===== src/rtl/rst_ctrl_pkg.sv =====
package rst_ctrl_pkg;
  typedef enum logic [2:0] {
    ST_IDLE,
    ST_GEN,
    ST_BKP,
    ST_WDT,
    ST_SW,
    ST_USR
  } rst_state_e;

  localparam logic [2:0] TY_GEN = 3'd0;
  localparam logic [2:0] TY_BKP = 3'd1;
  localparam logic [2:0] TY_WDT = 3'd2;
  localparam logic [2:0] TY_SW  = 3'd3;
  localparam logic [2:0] TY_USR = 3'd4;

  function automatic logic [2:0] type_of(rst_state_e s);
    case (s)
      ST_BKP:  return TY_BKP;
      ST_WDT:  return TY_WDT;
      ST_SW:   return TY_SW;
      ST_USR:  return TY_USR;
      default: return TY_GEN;
    endcase
  endfunction
endpackage


===== src/rtl/rst_pin_sync.sv =====
module rst_pin_sync (
  input  logic clk_i,
  input  logic rst_ni,
  input  logic pin_i,
  output logic sync_o
);
  logic [1:0] ff_q;

  always_ff @(posedge clk_i or negedge rst_ni) begin
    if (!rst_ni) ff_q <= 2'b11;
    else         ff_q <= {ff_q[0], pin_i};
  end

  assign sync_o = ff_q[1];

  p_sync_delay_r10: assert property (@(posedge clk_i) disable iff (!rst_ni)
    $fell(sync_o) |-> !$past(pin_i, 2));
endmodule


===== src/rtl/rst_pulse_timer.sv =====
module rst_pulse_timer #(
  parameter int CNT_W   = 17,
  parameter int RST_VAL = 7
) (
  input  logic             clk_i,
  input  logic             rst_ni,
  input  logic             load_i,
  input  logic [CNT_W-1:0] load_val_i,
  output logic             zero_o
);
  logic [CNT_W-1:0] cnt_q;

  always_ff @(posedge clk_i or negedge rst_ni) begin
    if (!rst_ni)           cnt_q <= CNT_W'(RST_VAL);
    else if (load_i)       cnt_q <= load_val_i;
    else if (cnt_q != '0)  cnt_q <= cnt_q - 1'b1;
  end

  assign zero_o = (cnt_q == '0);

  p_cnt_step_r3: assert property (@(posedge clk_i) disable iff (!rst_ni)
    (!load_i && cnt_q != '0) |=> (cnt_q == $past(cnt_q) - 1'b1));
endmodule


===== src/rtl/rst_arbiter.sv =====
module rst_arbiter
  import rst_ctrl_pkg::*;
#(
  parameter int LEN_W       = 4,
  parameter int CNT_W       = 17,
  parameter int STARTUP_CYC = 2
) (
  input  logic             clk_i,
  input  logic             rst_ni,
  input  logic             backup_wake_i,
  input  logic             wdt_fault_i,
  input  logic             sw_rst_i,
  input  logic             pin_low_i,
  input  logic [LEN_W-1:0] ext_len_i,
  input  logic             wdt_proc_only_i,
  input  logic             tmr_zero_i,
  output logic             load_o,
  output logic [CNT_W-1:0] load_val_o,
  output rst_state_e       state_o,
  output logic [2:0]       type_o,
  output logic             wdt_only_o
);
  localparam logic [CNT_W-1:0] STARTUP_LOAD = CNT_W'(STARTUP_CYC - 1);

  rst_state_e state_q, state_d;
  logic [2:0] type_q, type_d;
  logic       only_q, only_d;
  logic [LEN_W:0]   shamt;
  logic [CNT_W-1:0] ext_load;

  always_comb begin
    shamt    = {1'b0, ext_len_i} + 1'b1;
    ext_load = ({{(CNT_W-1){1'b0}}, 1'b1} << shamt) - 1'b1;
  end

  always_comb begin
    state_d = state_q;
    unique case (state_q)
      ST_IDLE: begin
        if (backup_wake_i)    state_d = ST_BKP;
        else if (wdt_fault_i) state_d = ST_WDT;
        else if (sw_rst_i)    state_d = ST_SW;
        else if (pin_low_i)   state_d = ST_USR;
      end
      ST_GEN, ST_BKP: if (tmr_zero_i) state_d = ST_IDLE;
      ST_WDT: begin
        // processor reset is active: software and pin requests are dropped
        if (backup_wake_i)   state_d = ST_BKP;
        else if (tmr_zero_i) state_d = ST_IDLE;
      end
      ST_SW: begin
        if (backup_wake_i)    state_d = ST_BKP;
        else if (wdt_fault_i) state_d = ST_WDT;
        else if (tmr_zero_i)  state_d = ST_IDLE;
      end
      ST_USR: begin
        // watchdog held in reset by the processor reset
        if (backup_wake_i)   state_d = ST_BKP;
        else if (tmr_zero_i) state_d = ST_IDLE;
      end
      default: state_d = ST_IDLE;
    endcase
  end

  always_comb begin
    load_o     = 1'b0;
    load_val_o = ext_load;
    type_d     = type_q;
    only_d     = only_q;
    if (state_d != state_q && state_d != ST_IDLE) begin
      load_o = 1'b1;
      type_d = type_of(state_d);
      only_d = (state_d == ST_WDT) && wdt_proc_only_i;
      if (only_d) load_val_o = STARTUP_LOAD;
    end
  end

  always_ff @(posedge clk_i or negedge rst_ni) begin
    if (!rst_ni) begin
      state_q <= ST_GEN;
      type_q  <= TY_GEN;
      only_q  <= 1'b0;
    end else begin
      state_q <= state_d;
      type_q  <= type_d;
      only_q  <= only_d;
    end
  end

  assign state_o    = state_q;
  assign type_o     = type_q;
  assign wdt_only_o = only_q;

  p_wdt_preempts_sw_r6: assert property (@(posedge clk_i) disable iff (!rst_ni)
    (state_q == ST_SW && wdt_fault_i && !backup_wake_i) |=> (state_q == ST_WDT && type_o == TY_WDT));
  p_usr_ignores_wdt_r8: assert property (@(posedge clk_i) disable iff (!rst_ni)
    (state_q == ST_USR && !backup_wake_i && !tmr_zero_i) |=> state_q == ST_USR);
  p_wdt_holds_r9: assert property (@(posedge clk_i) disable iff (!rst_ni)
    (state_q == ST_WDT && !backup_wake_i && !tmr_zero_i) |=> state_q == ST_WDT);
  p_backup_preempt_r11: assert property (@(posedge clk_i) disable iff (!rst_ni)
    ((state_q == ST_WDT || state_q == ST_SW || state_q == ST_USR) && backup_wake_i)
      |=> (state_q == ST_BKP && type_o == TY_BKP));
  p_type_hold_r12: assert property (@(posedge clk_i) disable iff (!rst_ni)
    (state_q == ST_IDLE && $past(state_q) == ST_IDLE) |-> $stable(type_o));
endmodule


===== src/rtl/rst_state_ctrl.sv =====
module rst_state_ctrl
  import rst_ctrl_pkg::*;
#(
  parameter int LEN_W       = 4,
  parameter int STARTUP_CYC = 2,
  parameter int GEN_LEN     = 2
) (
  input  logic             clk_i,
  input  logic             rst_ni,
  input  logic             backup_wake_i,
  input  logic             wdt_fault_i,
  input  logic             sw_rst_i,
  input  logic             ext_rst_ni,
  input  logic [LEN_W-1:0] ext_len_i,
  input  logic             wdt_proc_only_i,
  output logic             proc_rst_no,
  output logic             periph_rst_no,
  output logic             ext_rst_no,
  output logic [2:0]       rst_type_o
);
  localparam int CNT_W    = (1 << LEN_W) + 1;
  localparam int GEN_LOAD = (1 << (GEN_LEN + 1)) - 1;

  logic             pin_sync;
  logic             tmr_zero;
  logic             load;
  logic [CNT_W-1:0] load_val;
  rst_state_e       state;
  logic             wdt_only;
  logic             wide_act;

  rst_pin_sync u_sync (
    .clk_i  (clk_i),
    .rst_ni (rst_ni),
    .pin_i  (ext_rst_ni),
    .sync_o (pin_sync)
  );

  rst_pulse_timer #(.CNT_W(CNT_W), .RST_VAL(GEN_LOAD)) u_timer (
    .clk_i      (clk_i),
    .rst_ni     (rst_ni),
    .load_i     (load),
    .load_val_i (load_val),
    .zero_o     (tmr_zero)
  );

  rst_arbiter #(.LEN_W(LEN_W), .CNT_W(CNT_W), .STARTUP_CYC(STARTUP_CYC)) u_arb (
    .clk_i           (clk_i),
    .rst_ni          (rst_ni),
    .backup_wake_i   (backup_wake_i),
    .wdt_fault_i     (wdt_fault_i),
    .sw_rst_i        (sw_rst_i),
    .pin_low_i       (!pin_sync),
    .ext_len_i       (ext_len_i),
    .wdt_proc_only_i (wdt_proc_only_i),
    .tmr_zero_i      (tmr_zero),
    .load_o          (load),
    .load_val_o      (load_val),
    .state_o         (state),
    .type_o          (rst_type_o),
    .wdt_only_o      (wdt_only)
  );

  assign wide_act      = (state != ST_IDLE) && !(state == ST_WDT && wdt_only);
  assign proc_rst_no   = (state == ST_IDLE);
  assign periph_rst_no = !wide_act;
  assign ext_rst_no    = !wide_act;

  p_proc_covers_r4: assert property (@(posedge clk_i) disable iff (!rst_ni)
    (!periph_rst_no || !ext_rst_no) |-> !proc_rst_no);
endmodule


===== config.mk =====
export PLATFORM = sky130hd
export DESIGN_NAME = rst_state_ctrl
export DESIGN_NICKNAME = d
export VERILOG_FILES = /design/src/rtl/rst_ctrl_pkg.sv /design/src/rtl/rst_pin_sync.sv /design/src/rtl/rst_pulse_timer.sv /design/src/rtl/rst_arbiter.sv /design/src/rtl/rst_state_ctrl.sv
export SDC_FILE = /design/constraint.sdc
export NUM_CORES = 1
export LEC_CHECK = 0
export ABC_CLOCK_PERIOD_IN_PS = 3000
export CORE_AREA = 5 5 94 96
export DETAILED_ROUTE_END_ITERATION = 16
export DIE_AREA = 0 0 99 101
export HOLD_SLACK_MARGIN = 0.02
export PLACE_DENSITY_LB_ADDON = 0.2
export SYNTH_ARGS = -nofsm -noshare
export SYNTH_HDL_FRONTEND = slang
export SYNTH_SLANG_ARGS = --single-unit

===== constraint.sdc =====
create_clock -name clk_i -period 3 [get_ports clk_i]
set_input_delay 0.45 -clock clk_i [delete_from_list [all_inputs] [get_ports clk_i]]
set_output_delay 0.45 -clock clk_i [all_outputs]
set_load 0.05 [all_outputs]

==> flow_metrics.env <==
export IMPL_setup_viol=0
export IMPL_grtUsageMet3=0.01730
export IMPL_grt_use_total=0.09755
export IMPL_timing_final_ws_setup_ns=0.4190
export IMPL_synthDistinctLibCells=51
export IMPL_grt_use_met1=0.1312
export IMPL_routed_via_density=4.537
export IMPL_hold_slack_ns=0.3594
export IMPL_vdd_ir_drop_max_mv=0.1371
export IMPL_drive_gt1_frac=0.1538
export IMPL_hold_depth=0
export IMPL_hp_class="flip-flop to flip-flop"
export IMPL_fin_setup_tns_ns=0
export IMPL_min_to="u_sync.ff_q[1]"
export IMPL_post_place_ws_ns=0.3697
export IMPL_synth_area_mm2=0.001934
export IMPL_cts_hold_buf=0
export IMPL_via_count=1538
export IMPL_yosys_top_cells_area="dfrtp_1 26%, mux2i_1 8.8%, dfstp_2 8.2%"
export IMPL_core_mm2=0.007969
export IMPL_ctsResizeCount=0
export IMPL_grt_start_max_net_pins=27
export IMPL_place_inst=336
export IMPL_worst_setup_path_start_kind="flip-flop"
export IMPL_met2_usage=0.1575
export IMPL_synthesis_nets=235
export IMPL_max_slew_worst_pin_slew_ns=0.5020
export IMPL_die_w_um=99
export IMPL_detail_route_iter0_violations=76
export IMPL_numCtsBuffers=3
export IMPL_reg2regPathDepth=6
export IMPL_clock_skew_ns=0.001538
export IMPL_dr_pass1_iters=4
export IMPL_clk_latency_ns=0.27
export IMPL_final_hold_viol_count=0
export IMPL_cap_violations=0
export IMPL_power_leakage_nw=0.9706
export IMPL_power_density_mw_per_mm2=601.7
export IMPL_final_max_slew_viol_count=0
export IMPL_fill_cells=842
export IMPL_drc=0
export IMPL_first_global_vias=1556
export IMPL_gr_total_overflow=0
export IMPL_clockBufferDepth=2
export IMPL_design_area_mm2=0.002258
export IMPL_p_total_mw=1.359
export IMPL_worst_endpoint_arrival_ns=2.13
export IMPL_finalCriticalPeriod_ns=2.581
export IMPL_cts_tree="done"
export IMPL_postSynth_asyncResetShare=1.000
export IMPL_run_status="complete, no violations"
export IMPL_start_util=0.2427
export IMPL_num_antenna_cells=0
export IMPL_fmax_mhz=387.4
export IMPL_placed_area_mm2=0.002217
export IMPL_required_ns=2.55
export IMPL_num_rows=33
export IMPL_hp_start="u_sync.ff_q[0]"
export IMPL_synth_ff_type="dfrtp_1"
export IMPL_synth_seq_cells=26
export IMPL_dieHeight_um=101
export IMPL_grt_most_used_layer="met2"
export IMPL_htreeDepth=1
export IMPL_cts_num_sinks=26
export IMPL_rrSetupSlack_ns=0.55
export IMPL_rsz0062_at_grt="no"
export IMPL_io_pins=17
export IMPL_worst_path_max_fanout=9
export IMPL_place_congestion=0.7779
export IMPL_ys_warn_count=0
export IMPL_rr_startpoint="u_timer.cnt_q[3]"
export IMPL_fin_crit_sh=0.8603
export IMPL_cts_setup_buffers=0
export IMPL_path_class="flip-flop to primary output"
export IMPL_grt_pass1_wl_um=7928
export IMPL_finish_utilization=0.2834
export IMPL_r2r_end="u_timer.cnt_q[1]"
export IMPL_synth_top_area_frac=0.2587
export IMPL_end_kind="primary output"
export IMPL_syn_to_final_growth_pct=16.75
export IMPL_clk_pin_slew_ns=0.09
export IMPL_antenna_found_initial=0
export IMPL_synth_edf_count=0
export IMPL_wire_per_inst_um=13.17
export IMPL_wl_um=4463
export IMPL_portBuffers=16
export IMPL_yosysSeqAreaShare=0.3402
export IMPL_die_area_mm2=0.009999
export IMPL_syn_inst=221
export IMPL_cts_root_buf="clkbuf_8"
export IMPL_ant_nets=0
export IMPL_synth_top_cell_by_area="dfrtp_1"
export IMPL_fin_nets=250
export IMPL_syn_area_per_cell_um2=8.753
export IMPL_post_layout_nonfiller_instances=339
export IMPL_hpwlAfterDp_um=3288
export IMPL_slew_headroom=0.6627
## Yosys cell counts, types with 7 or more instances
cell and number:
a21oi_1 12, clkbuf_1 8, dfrtp_1 20, inv_1 13, mux2i_1 17, nand2_1 27, nor2_1 16, nor3_1 7
o21ai_0 12, o22ai_1 7, xnor2_1 7, xor2_1 8
## placed cells by master (no fill, tap or decap), types with 2 or more instances in the layout
| cell type | count |
|---|---|
| or2_2 | 3 |
| inv_1 | 13 |
| a21oi_1 | 12 |
| dfrtp_1 | 20 |
| clkdlybuf4s50_1 | 16 |
| nor2b_1 | 2 |
| nand2b_1 | 3 |
| buf_4 | 11 |
| xor2_1 | 8 |
| nor2_1 | 16 |
| nand3b_1 | 2 |
| nor4_1 | 5 |
| clkbuf_8 | 3 |
| xnor2_1 | 7 |
| o21ai_0 | 12 |
| o22ai_1 | 7 |
| ha_1 | 3 |
| nand3_1 | 2 |
| nand2_1 | 27 |
| dfstp_2 | 6 |
| mux2i_1 | 17 |
| o21bai_1 | 4 |
| a31oi_1 | 3 |
| nor3_1 | 7 |
## per-layer routing
layer | vias to the layer above | routed length (µm)
li1 | 795 | -
met1 | 715 | 2200
met2 | 24 | 2056
met3 | 4 | 136
met4 | 0 | 70
met5 | - | 0
## state kept, by name, indices dropped and copies added (netlist names)
register / cells
u_arb.state_o: 3
u_arb.type_o: 3
u_arb.wdt_only_o: 1
u_sync.ff_q: 2
u_timer.cnt_q: 17
## critical path, cell delays in order, from the launching register on
cell	delay (ns)
dfrtp_1	0.49
or2_2	0.35
a21oi_1	0.19
clkdlybuf4s50_1	0.83
## kinds of logic after synthesis
group | share of synthesized area
compound gates | 0.1869
flops | 0.3402
buf+inv | 0.07244
xor+xnor | 0.06792
fa+ha+maj | 0.01941
other cells | 0.001939
simple gates | 0.2173
mux | 0.09379
## layout make-up
type	count	area [µm²]	area share
Sequential cell	26	658.1	0.2914
Clock buffer	3	41.29	0.01828
Inverter	13	48.80	0.02161
Multi-Input combinational cell	165	1136	0.5030
Timing Repair Buffer	27	242.7	0.1075
Tap cell	105	131.4	0.05817
## where the power goes
group          leakage (nW)  internal [mW]  switching [mW]  total (mW)
clock network        0.0216         0.0899           0.108       0.198
registers             0.310          0.496           0.137       0.633
logic                 0.639          0.248           0.281       0.529
## worst max-delay path by stage
stage                     startpoint                to  depth (start not counted)  slack [ns]
floorplan           u_arb.state_o[1]     periph_rst_no                          4        0.55
CTS                 u_arb.state_o[1]     periph_rst_no                          3        0.39
global route        u_arb.state_o[1]     periph_rst_no                          3        0.28
detailed placement     backup_wake_i  u_timer.cnt_q[9]                          6        0.37
finish              u_arb.state_o[1]     periph_rst_no                          3        0.42
global placement       backup_wake_i  u_timer.cnt_q[4]                          6        0.43
Note: power is estimated with default switching activity, not from simulation.
